**src/rtl/sop_logic_cell.sv**
```systemverilog
module sop_logic_cell #(
  parameter int CFG_W = 15
) (
  input  logic             clk,
  input  logic             rst_n,
  input  logic [CFG_W-1:0] cfg,
  input  logic             sum_a,
  input  logic             sum_b,
  input  logic             sum_c,
  input  logic             sum_d,
  input  logic             g_clk,
  input  logic             g_preset,
  input  logic             g_reset,
  input  logic             g_regtype,
  output logic             out1,
  output logic             out2,
  output logic             pad_oe,
  output logic             fb_out
);

  localparam int A_DATA = 0;
  localparam int TY_LO  = 1;
  localparam int ALT_JK = 3;
  localparam int B_LO   = 4;
  localparam int C_LO   = 6;
  localparam int D_LO   = 8;
  localparam int POL    = 10;
  localparam int O1_LO  = 11;
  localparam int O2_LO  = 13;

  logic [1:0] base_ty, b_role, c_role, d_role;
  logic       is_d_base, eff_t, eff_jk;
  logic       dat, kin, rst_any, pre_any;
  logic       clk_src, src_q, ev;
  logic       q_reg, q_val, nxt;

  assign base_ty = cfg[TY_LO +: 2];
  assign b_role  = cfg[B_LO +: 2];
  assign c_role  = cfg[C_LO +: 2];
  assign d_role  = cfg[D_LO +: 2];

  assign is_d_base = (base_ty != 2'b01) && (base_ty != 2'b10);
  assign eff_t  = (base_ty == 2'b01) || (is_d_base && g_regtype && !cfg[ALT_JK]);
  assign eff_jk = (base_ty == 2'b10) || (is_d_base && g_regtype &&  cfg[ALT_JK]);

  assign dat = cfg[A_DATA] & sum_a;
  assign kin = (b_role == 2'b01) & sum_b;

  assign rst_any = g_reset  | ((c_role == 2'b10) & sum_c);
  assign pre_any = g_preset | ((b_role == 2'b10) & sum_b);

  assign clk_src = (c_role == 2'b01) ? sum_c :
                   (d_role == 2'b01) ? sum_d : g_clk;
  assign ev = cfg[POL] ? (src_q & ~clk_src) : (~src_q & clk_src);

  always_comb begin
    if (eff_jk)     nxt = (dat & ~q_reg) | (~kin & q_reg);
    else if (eff_t) nxt = q_reg ^ dat;
    else            nxt = dat;
  end

  always_ff @(posedge clk or negedge rst_n) begin
    if (!rst_n) begin
      q_reg <= 1'b0;
      src_q <= 1'b0;
    end else begin
      src_q <= clk_src;
      if (rst_any)      q_reg <= 1'b0;
      else if (pre_any) q_reg <= 1'b1;
      else if (ev)      q_reg <= nxt;
    end
  end

  assign q_val = rst_any ? 1'b0 : (pre_any ? 1'b1 : q_reg);

  function automatic logic pick(input logic [1:0] s, input logic q,
                                input logic a, input logic b, input logic c);
    case (s)
      2'b00:   return q;
      2'b01:   return a;
      2'b10:   return b;
      default: return c;
    endcase
  endfunction

  assign out1   = pick(cfg[O1_LO +: 2], q_val, sum_a, sum_b, sum_c);
  assign out2   = pick(cfg[O2_LO +: 2], q_val, sum_a, sum_b, sum_c);
  assign pad_oe = (d_role == 2'b10) ? sum_d : 1'b1;
  assign fb_out = (d_role == 2'b00 || d_role == 2'b11) ? sum_d : 1'b0;

endmodule

```
**config.mk**
```make
export PLATFORM = sky130hd
export DESIGN_NAME = sop_logic_cell
export DESIGN_NICKNAME = d
export VERILOG_FILES = /design/src/rtl/sop_logic_cell.sv
export SDC_FILE = /design/constraint.sdc
export NUM_CORES = 1
export LEC_CHECK = 0
export BUFFER_PORTS_ARGS = -buffer_cell sky130_fd_sc_hd__buf_2
export CORE_MARGIN = 10
export CORE_UTILIZATION = 25
export DETAILED_ROUTE_END_ITERATION = 16
export GPL_ROUTABILITY_DRIVEN = 0
export SLEW_MARGIN = 0
export SYNTH_ARGS = -nofsm -noshare
export SYNTH_HDL_FRONTEND = slang
export SYNTH_SLANG_ARGS = --single-unit
```
**constraint.sdc**
```tcl
create_clock -name clk -period 2.09 [get_ports clk]
set_input_delay 0.3135 -clock clk [delete_from_list [all_inputs] [get_ports clk]]
set_output_delay 0.3135 -clock clk [all_outputs]
set_load 0.01 [all_outputs]
```
==> impl_metrics.env, run 1 <==
export IMPL_clock_latency_ns=0.22
export IMPL_hold_viol_final=0
export IMPL_yosysTopAreaCell="dfrtp_1"
export IMPL_rsz0062_at_grt="false"
export IMPL_critical_path_class="register to output pin"
export IMPL_tightest_slew_ns=0.2933
export IMPL_firstDrtPassIters=2
export IMPL_start_kind="register"
export IMPL_ys_warn_count=0
export IMPL_die_y_um=57.84
export IMPL_root_buffer="clkbuf_4"
export IMPL_fin_skew_ns=0.0008366
export IMPL_synthTopCellsByCount="inv_1, ha_1, nand2_1"
export IMPL_fin_setup_tns_ns=0
export IMPL_r2r_cells=4
export IMPL_wl_um=1043
export IMPL_dieWidth_um=57.84
export IMPL_n_antenna_cell=0
export IMPL_core_area_mm2=0.001318
export IMPL_ys_top_cells_by_area="dfrtp_1, ha_1, mux4_2"
export IMPL_fin_crit_ns=1.696
export IMPL_dp_cells=80
export IMPL_holdCritPathClass="primary input to register"
export IMPL_postSynthCellCount=37
export IMPL_setup_viol_count_final=0
export IMPL_cts_resized_gates=0
export IMPL_rows=13
export IMPL_synth_most_common_cell="inv_1"
export IMPL_io_pins=29
export IMPL_avgSynthCellArea_um2=9.671
export IMPL_grt_max_degree=6
export IMPL_power_density_mw_per_mm2=402.5
export IMPL_max_slew_margin_pct=80.27
export IMPL_ys_seq_area_share_pct=13.99
export IMPL_crit_required_ns=1.78
export IMPL_p_leak_uw=0.0003075
export IMPL_synth_ff_type="dfrtp_1"
export IMPL_htreeDepth=1
export IMPL_syn_to_final_growth_pct=53.50
export IMPL_synth_edf_count=0
export IMPL_antenna_left=0
export IMPL_max_freq_mhz=589.8
export IMPL_fin_nets=100
export IMPL_final_cells=84
export IMPL_die_area_mm2=0.003345
export IMPL_grtUsageTotal_pct=6.814
export IMPL_synth_seq_cells=2
export IMPL_clk_pin_slew_ns=0.03
export IMPL_drive_gt1_share_pct=55.07
export IMPL_maxSlewViolCount=0
export IMPL_p_comb_share_pct=41.6
export IMPL_seqPwrFrac_pct=20.8
export IMPL_synth_top_area_share_pct=13.99
export IMPL_drtIter0Drc=5
export IMPL_wl_per_cell_um=12.42
export IMPL_grt_pass1_wl_um=1835
export IMPL_whs_path_depth=3
export IMPL_cp_startpoint="q_reg"
export IMPL_endpoint_kind="output pin"
export IMPL_num_vias=393
export IMPL_post_dp_hpwl_um=962.8
export IMPL_cts_sinks=2
export IMPL_syn_nets=66
export IMPL_max_stage_delay_ns=0.45
export IMPL_r2r_end="q_reg"
export IMPL_slowest_stage="mux4_2"
export IMPL_arrival_ns=1.38
export IMPL_crit_path_cell_trace="inv_1 -> a21oi_1 -> mux4_2 -> buf_2"
export IMPL_numCtsBuffers=3
export IMPL_hp_start="g_preset"
export IMPL_p_int_uw=158.7
export IMPL_cts_tree="yes"
export IMPL_synthArstFlopShare_pct=100.0
export IMPL_cap_violations=0
export IMPL_netlist_area_um2=357.8
export IMPL_grt_pass1_vias=479
export IMPL_viasPerCell=4.679
export IMPL_ir_drop_uv=187.0
export IMPL_path_max_fanout=5
export IMPL_whs_endpoint="q_reg"
export IMPL_cts_setup_buffers=0
export IMPL_antenna_found_initial=0
export IMPL_r2r_start="src_q"
export IMPL_start_util_pct=27.16
export IMPL_reg2reg_slack_ns=0.88
export IMPL_power_switching_uw=62.38
export IMPL_p_clk_share_pct=37.7
export IMPL_sw_frac_of_total_pct=28.22
export IMPL_portBuffers=28
export IMPL_grt_overflow_total=0
export IMPL_synth_cell_types=21
export IMPL_outcome="completed"
export IMPL_post_route_drc_count=0
export IMPL_finalCritPeriodShare_pct=81.13
export IMPL_clock_path_buffers=2
worst max path at each step:
| stage | to | slack, ns |
|---|---|---|
| final | out2 | 0.39 |
| after global routing | out2 | 0.32 |
| after CTS | out2 | 0.38 |
| after detailed placement | q_reg | 0.33 |
| after global placement | q_reg | 0.39 |
| after floorplan | q_reg | 0.52 |
worst max-delay path, delay by kind of cell, from the launching register on:
kind | cells | cell delay (ns)
buffers and inverters | 2 | 0.22
multiplexers | 1 | 0.45
AO/OA/AOI/OAI | 1 | 0.07
flip-flops | 1 | 0.41
stage by stage:
step                worst slack, ns  hold slack, ns  cell area (um^2)  total power (uW)  utilization (%)
global route                 0.3190          0.4069             549.3             239.1            41.69
finish                       0.3944          0.3740             549.3             221.1            41.69
floorplan                    0.5186         0.01791             357.8             96.47                -
CTS                          0.3785          0.3723             549.3             227.2            41.69
global placement             0.3852          0.1017             516.7             136.6            39.22
detailed placement           0.3323          0.1053             516.7             138.3            39.22
cells in the final DEF (no fill, tap or decap), drive strengths merged:
cell type,instances
nand2,3
nand2b,2
buf,28
and2,1
dfrtp,2
nor4,1
mux4,2
mux2i,3
o2111a,1
or2,1
a22oi,1
mux2,1
dlygate4sd3,1
inv,7
and3b,1
a21oi,2
a211o,1
ha,4
a211oi,1
a31oi,2
clkbuf,3
o21bai,1
final cells by class:
class                      instances  area (um^2)
inverter                           7        26.28
fill                             136        768.2
multi-input combinational         28        281.5
clock buffer                       3        22.52
tap                               15        18.77
sequential                         2        50.05
timing repair buffer              29        150.1
timing repair:
item / CTS / global route
endpoints found under the hold margin: 2 / 0
hold buffers: 1 / 0
endpoints found under the setup margin: 0 / 0
kinds of logic after synthesis:
kind of cell / share of synthesized area, %
flip-flops: 13.99
multiplexers: 28.67
AO/OA/AOI/OAI: 19.58
AND/OR/NAND/NOR: 16.44
buffers and inverters: 7.344
adder cells (fa/ha/maj): 13.99
power groups by stage:
stage / clock network [uW] / logic [uW] / registers (uW)
after floorplan: 0 / 51.2 / 45.3
after global placement: 0 / 90.6 / 46.0
after detailed placement: 0 / 91.9 / 46.4
after CTS: 87.7 / 93.5 / 46.0
after global routing: 88.7 / 104 / 46.5
final: 83.3 / 91.9 / 45.9
routing by layer:
layer	share of wire (%)	routed length, um	GRT usage, %
met1	42	434	6.611
met2	49	506	10.58
met3	9.7	101	3.922
met4	0	0	5.034
met5	0	0	0
(Power assumes the default switching activity.)
==> inputs of run 2 (changes only) <==
clock period = 1.55 ns   (was 2.09 ns; I/O delays follow)
==> impl_metrics.env, run 2 (synthesis gave the netlist of run 1 again) <==
export IMPL_antenna_found_initial=0
export IMPL_dieWidth_um=57.84
export IMPL_max_freq_mhz=649.5
export IMPL_final_cells=88
export IMPL_die_y_um=57.84
export IMPL_fin_nets=104
export IMPL_htreeDepth=1
export IMPL_grtUsageTotal_pct=7.311
export IMPL_endpoint_kind="output pin"
export IMPL_setup_viol_count_final=0
export IMPL_fin_ws_ns=0.01038
export IMPL_clock_latency_ns=0.22
export IMPL_hp_start="g_preset"
export IMPL_grt_max_degree=5
export IMPL_rsz0062_at_grt="true"
export IMPL_n_antenna_cell=0
export IMPL_outcome="completed"
export IMPL_reg2reg_slack_ns=0.33
export IMPL_dp_cells=84
export IMPL_drive_gt1_share_pct=60.27
export IMPL_r2r_cells=4
export IMPL_max_stage_delay_ns=0.46
export IMPL_p_leak_uw=0.0003310
export IMPL_post_dp_hpwl_um=1025
export IMPL_hold_viol_final=0
export IMPL_numCtsBuffers=3
export IMPL_final_cell_mix="buf_2, inv_1, buf_4"
export IMPL_finalCritPeriodShare_pct=99.33
export IMPL_post_route_drc_count=0
export IMPL_layout_cells_most_common="buf_2"
export IMPL_clock_path_buffers=2
export IMPL_rows=13
export IMPL_whs_path_depth=3
export IMPL_dp_slack_ns=-0.1209
export IMPL_fin_skew_ns=0.002095
export IMPL_grt_pass1_wl_um=2007
export IMPL_path_max_fanout=2
export IMPL_nFillCells=140
export IMPL_critical_path_class="register to output pin"
export IMPL_ir_drop_uv=266.4
export IMPL_die_area_mm2=0.003345
export IMPL_r2r_start="src_q"
export IMPL_drtIter0Drc=5
export IMPL_maxSlewViolCount=0
export IMPL_firstDrtPassIters=2
export IMPL_cts_tree="yes"
export IMPL_cp_top_family="multiplexers"
export IMPL_cts_setup_buffers=0
export IMPL_grt_overflow_total=0
export IMPL_antenna_left=0
export IMPL_arrival_ns=1.31
export IMPL_start_util_pct=27.16
export IMPL_wl_um=1127
export IMPL_fin_crit_ns=1.540
export IMPL_syn_to_final_growth_pct=69.93
export IMPL_portBuffers=28
export IMPL_grt_pass1_vias=508
export IMPL_cap_violations=0
export IMPL_slowest_stage="mux4_2"
export IMPL_cts_sinks=2
export IMPL_core_area_mm2=0.001318
export IMPL_clk_pin_slew_ns=0.03
export IMPL_io_pins=29
export IMPL_whs_endpoint="q_reg"
export IMPL_viasPerCell=4.602
export IMPL_root_buffer="clkbuf_4"
export IMPL_tightest_slew_ns=0.2941
export IMPL_crit_path_cell_trace="inv_1 -> a21oi_2 -> mux4_2 -> buf_6"
export IMPL_start_kind="register"
export IMPL_r2r_end="q_reg"
export IMPL_max_slew_margin_pct=80.21
export IMPL_holdCritPathClass="primary input to register"
export IMPL_num_vias=405
export IMPL_crit_required_ns=1.32
export IMPL_path_buf_inv=2
export IMPL_wl_per_cell_um=12.81
export IMPL_power_density_mw_per_mm2=525.7
## run 2: changes by cell type in the layout (fill, tap and decap cells not counted), sizes merged
cell	delta
buf	+4
## run 2: power by group
part | switching (uW) | internal (uW)
Sequential | 2.29 | 57.5
Clock | 25.6 | 85.0
Combinational | 60.9 | 88.4
## run 2: worst min-delay path, stage by stage
cell and delay, ns:
buf_2 0.07, a31oi_1 0.05, a21oi_1 0.13
## run 2: cell type report
cell class              count  area (um^2)  share of cell area (%)
inverters                   7        26.28                   4.321
repair buffers             33        192.7                   31.69
flip-flops and latches      2        50.05                   8.230
multi-input cells          28        297.8                   48.97
clock buffers               3        22.52                   3.704
well taps                  15        18.77                   3.086
## run 2: layer usage
layer / vias to the layer above / share of wire [%] / global-route usage, % / routed length [um]
met2: 17 / 47 / 10.58 / 527
met1: 180 / 43 / 7.990 / 482
met5: - / 0 / 0 / 0
met3: 0 / 10 / 4.575 / 117
met4: 0 / 0 / 4.027 / 0
li1: 208 / - / - / -
## run 2: worst max-delay path by stage
stage                start    end  slack, ns  cells past startpoint
floorplan           cfg[9]  q_reg       0.06                      7
global placement    cfg[8]  q_reg      -0.08                      7
detailed placement  cfg[9]  q_reg      -0.12                      8
CTS                  q_reg   out2      -0.02                      4
global route         q_reg   out2      -0.06                      4
finish               q_reg   out2       0.01                      4
## run 2: repair_timing
action                                  CTS  global route
gates resized for setup                   2             2
endpoints found under the setup margin    2             3
endpoints found under the hold margin     2             0
hold buffers                              1             0
## run 2: stage by stage
step | cell area [um^2] | setup TNS, ns | utilization, % | hold slack (ns) | total power [uW]
3_3_place_gp | 546.8 | -0.07501 | 41.50 | 0.02191 | 194.0
6_report | 608.1 | 0 | 46.15 | 0.3144 | 319.7
5_1_grt | 608.1 | -0.1199 | 46.15 | 0.3414 | 352.8
4_1_cts | 589.3 | -0.02914 | 44.73 | 0.3032 | 326.4
2_1_floorplan | 357.8 | 0 | - | -0.06309 | 130.1
3_5_place_dp | 546.8 | -0.1209 | 41.50 | 0.02151 | 196.8
